<file path="config.mk">
export PLATFORM = sky130hd
export DESIGN_NAME = dlpc_top
export DESIGN_NICKNAME = d
export VERILOG_FILES = /design/src/rtl/dlpc_pkg.sv /design/src/rtl/dlpc_loc_regs.sv /design/src/rtl/dlpc_reload.sv /design/src/rtl/dlpc_fetch.sv /design/src/rtl/dlpc_top.sv
export SDC_FILE = /design/constraint.sdc
export NUM_CORES = 1
export LEC_CHECK = 0
export BUFFER_PORTS_ARGS = -buffer_cell sky130_fd_sc_hd__buf_2
export CORE_MARGIN = 1.5
export CORE_UTILIZATION = 25
export CTS_CLUSTER_SIZE = 14
export DETAILED_ROUTE_END_ITERATION = 6
export PLACE_DENSITY_LB_ADDON = 0.25
export SLEW_MARGIN = 0
export SYNTH_ARGS = -nofsm -noshare
export SYNTH_HDL_FRONTEND = slang
export SYNTH_SLANG_ARGS = --single-unit
</file>
<file path="constraint.sdc">
create_clock -name clk -period 1.9 [get_ports clk]
set_input_delay 0.285 -clock clk [delete_from_list [all_inputs] [get_ports clk]]
set_output_delay 0.285 -clock clk [all_outputs]
set_load 0.02 [all_outputs]
</file>
<file path="src/rtl/dlpc_pkg.sv">
package dlpc_pkg;
  localparam int SEL_W = 3;
  typedef enum logic [SEL_W-1:0] {
    SEL_L1_HI = 3'd0,
    SEL_L1_LO = 3'd1,
    SEL_L2_HI = 3'd2,
    SEL_L2_LO = 3'd3,
    SEL_JMP1  = 3'd4,
    SEL_JMP2  = 3'd5
  } reg_sel_e;
  localparam int JMP_BASE = 4;
endpackage

</file>
<file path="src/rtl/dlpc_loc_regs.sv">
module dlpc_loc_regs
  import dlpc_pkg::*;
#(
  parameter int ADDR_W  = 32,
  parameter int HALF_W  = 16,
  parameter int NUM_LOC = 2
) (
  input  logic                            clk,
  input  logic                            rst_n,
  input  logic                            wr_en,
  input  logic [SEL_W-1:0]                wr_sel,
  input  logic [HALF_W-1:0]               wr_data,
  output logic [NUM_LOC-1:0][ADDR_W-1:0]  loc
);
  logic [NUM_LOC-1:0][ADDR_W-1:0] loc_q;
  logic [NUM_LOC-1:0][ADDR_W-1:0] loc_n;
  logic [NUM_LOC-1:0]             loc_en;

  for (genvar g = 0; g < NUM_LOC; g++) begin : g_loc
    localparam logic [SEL_W-1:0] HI_SEL = SEL_W'(2 * g);
    localparam logic [SEL_W-1:0] LO_SEL = SEL_W'(2 * g + 1);
    logic hi_wr, lo_wr;

    always_comb begin
      hi_wr     = wr_en && (wr_sel == HI_SEL);
      lo_wr     = wr_en && (wr_sel == LO_SEL);
      loc_en[g] = hi_wr || lo_wr;
      loc_n[g]  = loc_q[g];
      if (hi_wr) loc_n[g][ADDR_W-1:HALF_W] = wr_data;
      if (lo_wr) loc_n[g][HALF_W-1:0]      = {wr_data[HALF_W-1:1], 1'b0};
    end

    always_ff @(posedge clk or negedge rst_n) begin
      if (!rst_n)         loc_q[g] <= '0;
      else if (loc_en[g]) loc_q[g] <= loc_n[g];
    end

    // a location moves only when one of its own halves is written
    p_loc_hold_r2: assert property (@(posedge clk) disable iff (!rst_n)
      !(wr_en && (wr_sel == HI_SEL || wr_sel == LO_SEL)) |=> $stable(loc_q[g]));
  end

  assign loc = loc_q;
endmodule

</file>
<file path="src/rtl/dlpc_reload.sv">
module dlpc_reload
  import dlpc_pkg::*;
#(
  parameter int ADDR_W  = 32,
  parameter int NUM_LOC = 2
) (
  input  logic                           clk,
  input  logic                           rst_n,
  input  logic                           wr_en,
  input  logic [SEL_W-1:0]               wr_sel,
  input  logic                           vblank,
  input  logic [NUM_LOC-1:0][ADDR_W-1:0] loc,
  output logic                           reload,
  output logic [ADDR_W-1:0]              reload_addr
);
  logic [NUM_LOC-1:0] strobe;

  for (genvar g = 0; g < NUM_LOC; g++) begin : g_strobe
    assign strobe[g] = wr_en && (wr_sel == SEL_W'(JMP_BASE + g));
  end

  // Strobe beats vertical blank; vertical blank always targets location 1.
  always_comb begin
    reload      = vblank;
    reload_addr = loc[0];
    for (int i = 0; i < NUM_LOC; i++) begin
      if (strobe[i]) begin
        reload      = 1'b1;
        reload_addr = loc[i];
      end
    end
  end

  // strobe to location 2 together with vertical blank uses location 2
  p_strobe_over_vblank_r6: assert property (@(posedge clk) disable iff (!rst_n)
    (vblank && wr_en && wr_sel == SEL_JMP2) |-> (reload_addr == loc[NUM_LOC-1]));
  // a lone vertical blank requests a reload
  p_vblank_reload_r5: assert property (@(posedge clk) disable iff (!rst_n)
    vblank |-> reload);
endmodule

</file>
<file path="src/rtl/dlpc_fetch.sv">
module dlpc_fetch #(
  parameter int ADDR_W = 32,
  parameter int WORD_W = 16
) (
  input  logic                clk,
  input  logic                rst_n,
  input  logic                dma_en,
  input  logic                reload,
  input  logic [ADDR_W-1:0]   reload_addr,
  input  logic                fetch_ack,
  input  logic [WORD_W-1:0]   fetch_data,
  output logic                fetch_req,
  output logic [ADDR_W-1:0]   fetch_addr,
  output logic                instr_valid,
  output logic [2*WORD_W-1:0] instr_word
);
  localparam logic [ADDR_W-1:0] STEP = ADDR_W'(WORD_W / 8);

  logic [ADDR_W-1:0]   pc_q, pc_n;
  logic                half_q, half_n;
  logic [WORD_W-1:0]   hold_q;
  logic [2*WORD_W-1:0] word_q;
  logic                valid_q, valid_n;
  logic                take, pc_en, hold_en, word_en;

  assign fetch_req = dma_en;

  always_comb begin
    take    = fetch_req && fetch_ack && !reload;
    pc_en   = reload || take;
    pc_n    = reload ? reload_addr : pc_q + STEP;
    half_n  = half_q;
    hold_en = 1'b0;
    word_en = 1'b0;
    valid_n = 1'b0;
    if (reload) begin
      half_n = 1'b0;
    end else if (take) begin
      half_n  = !half_q;
      hold_en = !half_q;
      word_en = half_q;
      valid_n = half_q;
    end
  end

  always_ff @(posedge clk or negedge rst_n) begin
    if (!rst_n) begin
      pc_q    <= '0;
      half_q  <= 1'b0;
      valid_q <= 1'b0;
    end else begin
      valid_q <= valid_n;
      half_q  <= half_n;
      if (pc_en) pc_q <= pc_n;
    end
  end

  always_ff @(posedge clk or negedge rst_n) begin
    if (!rst_n) begin
      hold_q <= '0;
      word_q <= '0;
    end else begin
      if (hold_en) hold_q <= fetch_data;
      if (word_en) word_q <= {hold_q, fetch_data};
    end
  end

  assign fetch_addr  = pc_q;
  assign instr_valid = valid_q;
  assign instr_word  = word_q;

  // every accepted word advances the address by one word
  p_pc_step_r10: assert property (@(posedge clk) disable iff (!rst_n)
    (fetch_req && fetch_ack && !reload) |=> (fetch_addr == $past(fetch_addr) + STEP));
  // no fetching and no movement while DMA is off
  p_pc_frozen_r7: assert property (@(posedge clk) disable iff (!rst_n)
    (!dma_en && !reload) |=> $stable(fetch_addr));
  // a reload lands exactly on the selected location
  p_reload_target_r4: assert property (@(posedge clk) disable iff (!rst_n)
    reload |=> (fetch_addr == $past(reload_addr)));
  // instruction pulse lasts one cycle
  p_valid_pulse_r10: assert property (@(posedge clk) disable iff (!rst_n)
    instr_valid |=> !instr_valid);
  // a reload never completes an instruction
  p_reload_drops_r11: assert property (@(posedge clk) disable iff (!rst_n)
    reload |=> !instr_valid);
endmodule

</file>
<file path="src/rtl/dlpc_top.sv">
module dlpc_top
  import dlpc_pkg::*;
#(
  parameter int ADDR_W  = 32,
  parameter int WORD_W  = 16,
  parameter int NUM_LOC = 2
) (
  input  logic                clk,
  input  logic                rst_n,
  input  logic                reg_we,
  input  logic [SEL_W-1:0]    reg_sel,
  input  logic [WORD_W-1:0]   reg_wdata,
  input  logic                vblank,
  input  logic                dma_en,
  output logic                fetch_req,
  output logic [ADDR_W-1:0]   fetch_addr,
  input  logic                fetch_ack,
  input  logic [WORD_W-1:0]   fetch_data,
  output logic                instr_valid,
  output logic [2*WORD_W-1:0] instr_word
);
  logic [NUM_LOC-1:0][ADDR_W-1:0] loc;
  logic                           reload;
  logic [ADDR_W-1:0]              reload_addr;

  dlpc_loc_regs #(.ADDR_W(ADDR_W), .HALF_W(WORD_W), .NUM_LOC(NUM_LOC)) u_loc (
    .clk(clk), .rst_n(rst_n), .wr_en(reg_we), .wr_sel(reg_sel),
    .wr_data(reg_wdata), .loc(loc)
  );

  dlpc_reload #(.ADDR_W(ADDR_W), .NUM_LOC(NUM_LOC)) u_reload (
    .clk(clk), .rst_n(rst_n), .wr_en(reg_we), .wr_sel(reg_sel),
    .vblank(vblank), .loc(loc), .reload(reload), .reload_addr(reload_addr)
  );

  dlpc_fetch #(.ADDR_W(ADDR_W), .WORD_W(WORD_W)) u_fetch (
    .clk(clk), .rst_n(rst_n), .dma_en(dma_en), .reload(reload),
    .reload_addr(reload_addr), .fetch_ack(fetch_ack), .fetch_data(fetch_data),
    .fetch_req(fetch_req), .fetch_addr(fetch_addr),
    .instr_valid(instr_valid), .instr_word(instr_word)
  );
endmodule

</file>
Word-level counts from Yosys, hierarchy flattened
Index checks and enable logic that the tools add are counted.
- reduce and logical (&&, ||, !) cells: 19
- mux-type cells: 10
- $add $sub $neg: 1
- equal/unequal tests: 5
- operator list (cell ; count):
    $mux W32 ; 2
    $add A32 B2 Y32 const B ; 1
    $logic_and A1 B1 Y1 ; 8
    $mux W1 ; 8
    $reduce_and A2 Y1 ; 4
    $eq A3 B2 Y1 const B ; 2
    $eq A3 B3 Y1 const B ; 2
    $eq A3 B1 Y1 const B ; 1
    $logic_not A3 Y1 ; 1
    $logic_or A1 B1 Y1 ; 3
    $logic_not A1 Y1 ; 2
    $reduce_bool A2 Y1 ; 1
- register bits after elaboration: 144
- output and inout bits: 66
- input port bits: 41
- logic and storage cells: 44

Longest topological paths before layout
- depth after elaboration: 8
- mapped depth: 7
- mapped depth without buffers: 6

Modules after synthesis
From an unflattened synthesis, not the netlist that was laid out.
- cell total of the unflattened synthesis: 491
- area total of the unflattened synthesis: 6628.9 um^2
- by module, submodules not included (module ; instances ; sequential area each (um^2) ; cells an instance ; area each (um^2)):
    dlpc_fetch ; 1 ; 2052.0 ; 316 ; 3693.5
    dlpc_loc_regs ; 1 ; 1551.5 ; 137 ; 2393.5
    dlpc_reload ; 1 ; 0.0 ; 38 ; 541.8

Worst setup path before layout
OpenSTA, ideal clock, no wires.
- kind: register to register
- from: register u_fetch.pc_q[1], in the netlist u_fetch.fetch_addr[1]
- to: register u_fetch.pc_q[17], in the netlist u_fetch.fetch_addr[17]
- buffers on the path: 1
- cell stages (with the launch flop): 8
- setup slack: 0.113 ns
- data arrival time: 1.659 ns
- data required time: 1.772 ns
- setup time: 0.128 ns
- period minus slack after synthesis: 1.787 ns
- cell sequence: dfrtp_1 -> ha_1 -> nand3_1 -> nor2_1 -> buf_2 -> a41oi_1 -> a222oi_1 -> nor2_1
- word-level cells in the longest chain between the ends: 2
- ends and longest elaborated chain (item ; RTL line ; text):
    start, declared ; dlpc_fetch.sv:19 ; logic [ADDR_W-1:0] pc_q, pc_n;
    start signal, assigned ; dlpc_fetch.sv:54 ; if (pc_en) pc_q <= pc_n;
    $add A32 B2 Y32 ; dlpc_fetch.sv:31 ; pc_n = reload ? reload_addr : pc_q + STEP;
    $mux W32 ; dlpc_fetch.sv:31 ;
No other way between the ends.
A chain may end at the register's enable or synchronous reset.

Worst setup path in the final report
- from: register u_fetch.pc_q[8], in the netlist u_fetch.fetch_addr[8]
- to: register u_fetch.pc_q[22], in the netlist u_fetch.fetch_addr[22]
The elaborated chain is that of the path after synthesis.

==> results <==
- Clock-pin slew was measured on the worst setup and hold paths at 60 ps.
- In this run, placement finished with an instance count of 966.
- Across the run, the number of max-cap violations was 0.
- The cell count after synthesis is 521.
- The data arrival time at the worst-slack endpoint is 2070 ps.
- The sequential share of the synthesized area is 55.9%.
- The required time of the critical path is 2250 ps.
- Routability-driven placement finished with a final weighted congestion of 0.840.
- Port buffering added 105 buffers.
- The final cell area excluding filler cells is 0.00818 mm².
- The number of top-level pins is 107.
- The die span in y is 163 µm.
- The number of antenna violations at the first check in global routing came to 2.
- The area added between synthesis and finish is 27.6%.
- The clock skew is 9.09 ps.
- The kind of path behind the tightest hold check is in2reg.
- The via count of the first global-routing pass is 4,839.
- For this block, the routed nets add up to 16.7 mm of wire.
- The number of warning messages in the yosys log is 0.
- The CTS tree is yes.
- The total setup violations reported at the end of the flow is 0.
- By startpoint and endpoint, the worst setup path is classified as reg2reg.
- The maximum number of pins on one net before global-route repair is 55.
- Setup repair after global routing left no endpoint under its margin.
- The startpoint class of the critical path is a flop.
- The area of the die is 0.0266 mm².
- The flow ran to the end, and the final reports show no timing, DRC or antenna violations.
- The floorplan has 58 rows.
- The number of synthesized register bits is 143.
- The H-tree level count is 4.
- The total CTS buffers is 17.
- The number of clock sinks is 143.
- The number of standard cells in the layout, taps in and fillers out is 1,000.
- The post-CTS repair timing setup buffer count is 0.
- The fraction of the cycle the final worst path needs is 90.4%.
- The global route total overflow is 0.
- Power spread over the standard cell area amounts to 1170 mW/mm².
- At the later pin of the worst-skew pair, clock insertion delay measures 410 ps.
- Across the VDD grid, the largest voltage drop is 599 µV.
- The first global-routing pass estimated 27.2 mm of wire.
- Across all hold checks on the routed design, the worst slack comes to 126 ps.
- The count of different cell masters after synthesis is 51.
- The analysis attributes to cell leakage a power of 3.72 nW.
- The total vias in the final route is 4,619.
- The share of synthesized registers carrying an async set or reset is 100%.
- For this run, the leading register cell type out of synthesis is sky130_fd_sc_hd__dfrtp_1.
- The transition time of the tightest slew-check pin is 785 ps.
- For this run, the total global-route usage over all layers was measured as 13.4%.
- The final layout contains 698 nets.
- The hold violation total from the final report is 0.
- The netlist area before placement is 0.00641 mm².
- The worst pin sits at a relative slew slack of 46.2%.
- The number of antenna-violating nets in the routed design is 0.
- The post-synthesis average cell area is 12.3 µm².
- Once placement finished, the instance area stood at 0.00760 mm².
- The number of detailed-route iterations in the first pass is 6.
- Counting every net in the synthesized netlist gives 563.
- The endpoint type of the worst setup path is a flop.
- The half-perimeter wire length after placement is 12.0 mm.
- Clock tree synthesis selected as its root buffer the cell sky130_fd_sc_hd__clkbuf_16.
- The via density per instance is 4.62.
- In this run the worst path has a maximum fanout of 12.
- The highest achievable clock rate is 582 MHz.
- The number of violations reported at the end of detailed-routing iteration 0 is 226.
- The average wire per cell in the routed design is 16.7 µm.
- No sink is reached through more buffers than the 2 on the longest clock path.
- The final number of max-transition violations is 0.
- The die width is 163 µm.
- In this run the standard cell core region covers 0.0252 mm².
- For this configuration, the core starts out at a cell density of 25.4%.
- In the final layout, the share of cells above drive strength 1 is 44.7%.
- After layout, the minimum clock period comes to 1720 ps.
- In this run, synthesis inferred 0 flip-flops with an integrated enable.
- The DRC violations left is 0.
-- final timing paths --
path	from	end	slack, ps	cells after the start
worst max-delay path	u_fetch.fetch_addr[8]	u_fetch.fetch_addr[22]	180	6
worst min-delay path	fetch_data[5]	u_fetch.instr_word[5]	130	2
worst max register to register	u_fetch.fetch_addr[8]	u_fetch.fetch_addr[22]	180	6
worst min register to register	u_fetch.instr_word[25]	u_fetch.instr_word[25]	500	1
max in group asynchronous	rst_n	u_loc.loc[30]	980	3
min in group asynchronous	rst_n	u_loc.loc[33]	300	2
-- critical path, stage by stage (launching register included) --
cell,delay (ps)
sky130_fd_sc_hd__dfrtp_1,470
sky130_fd_sc_hd__nand4_4,210
sky130_fd_sc_hd__nor4_4,260
sky130_fd_sc_hd__buf_4,230
sky130_fd_sc_hd__nand4_1,140
sky130_fd_sc_hd__a21oi_1,170
sky130_fd_sc_hd__o221a_2,190
-- layout make-up --
class                      instances  area [µm²]
antenna                            1        2.50
clock inverter                    13         116
multi-input combinational        347        2680
timing repair buffer             143         932
inverter                           4        15.0
tap                              330         413
clock buffer                      19         443
fill                            2550       17000
sequential                       143        3580
-- kinds of logic after synthesis --
kind of cell | share of synthesized area [%]
AND/OR/NAND/NOR | 13.7
flip-flops | 55.9
multiplexers | 19.5
AO/OA/AOI/OAI | 5.47
buffers and inverters | 2.40
XOR/XNOR | 2.87
adder cells (fa/ha/maj) | 0.195
other | 0.0585
-- cell usage after synthesis (all sizes together) (2+ instances only) --
cell type,number,share of area [%]
a31oi,6,0.59
a2bb2oi,3,0.41
mux2,110,19
a22o,2,0.27
nand4,14,1.6
a31o,2,0.27
nand4b,3,0.41
buf,17,1.6
and3,22,2.1
and2,3,0.29
and4,2,0.27
dfrtp,143,56
nor3,9,1.0
clkbuf,10,0.61
o22ai,2,0.20
nor3b,2,0.39
inv,4,0.23
a222oi,3,0.47
xor2,15,2.1
nor2,22,1.3
o21ai,5,0.39
a21oi,23,1.8
nand3,16,1.6
nand2,61,3.6
xnor2,6,0.82
-- what timing repair did --
action                     in CTS  in global routing
hold endpoints to repair       22                  0
hold buffers                    1                  0
gates resized for setup         0                  1
setup endpoints to repair       0                  2
-- report_power, final --
part	internal [mW]	switching, mW
Sequential	3.75	0.453
Clock	1.84	1.30
Combinational	1.01	1.20
Total	6.60	2.95
-- state kept, by name, summed over array words and instances (netlist names) --
register             flops
u_fetch.fetch_addr      31
u_fetch.hold_q          16
u_fetch.instr_valid      1
u_fetch.instr_word      32
u_loc.loc               62
u_fetch.half_q           1
-- metrics by stage --
| stage | setup slack (ps) | utilization (%) | TNS, ps | total power, mW |
|---|---|---|---|---|
| final | 182 | 32.5 | 0 | 9.55 |
| after global routing | 69.2 | 32.5 | 0 | 10.1 |
| after CTS | 161 | 32.5 | 0 | 9.70 |
| after detailed placement | -138 | 30.2 | -138 | 6.49 |
| after global placement | -35.6 | 30.2 | -35.6 | 6.41 |
| after floorplan | 113 | - | 0 | 5.54 |
-- layout by cell type (no fill, tap or decap), types with 13 or more instances in the layout --
cell	instances
sky130_fd_sc_hd__dfrtp_1	143
sky130_fd_sc_hd__mux2_2	110
sky130_fd_sc_hd__buf_2	104
sky130_fd_sc_hd__nand2_1	60
sky130_fd_sc_hd__buf_4	28
sky130_fd_sc_hd__a21oi_1	23
sky130_fd_sc_hd__and3_1	22
sky130_fd_sc_hd__nor2_1	21
sky130_fd_sc_hd__clkbuf_16	17
sky130_fd_sc_hd__xor2_1	15
sky130_fd_sc_hd__nand3_1	13
sky130_fd_sc_hd__nand4_1	13
-- metal layers --
| metal | track usage, % | vias up | routed length, µm |
|---|---|---|---|
| met1 | 17.3 | 2324 | 7590 |
| met2 | 21.3 | 136 | 7760 |
| met4 | 3.88 | 2 | 204 |
| met3 | 4.32 | 15 | 1160 |
| met5 | 0 | - | 13 |
| li1 | - | 2142 | - |
Note: power is estimated with default switching activity, not from simulation.
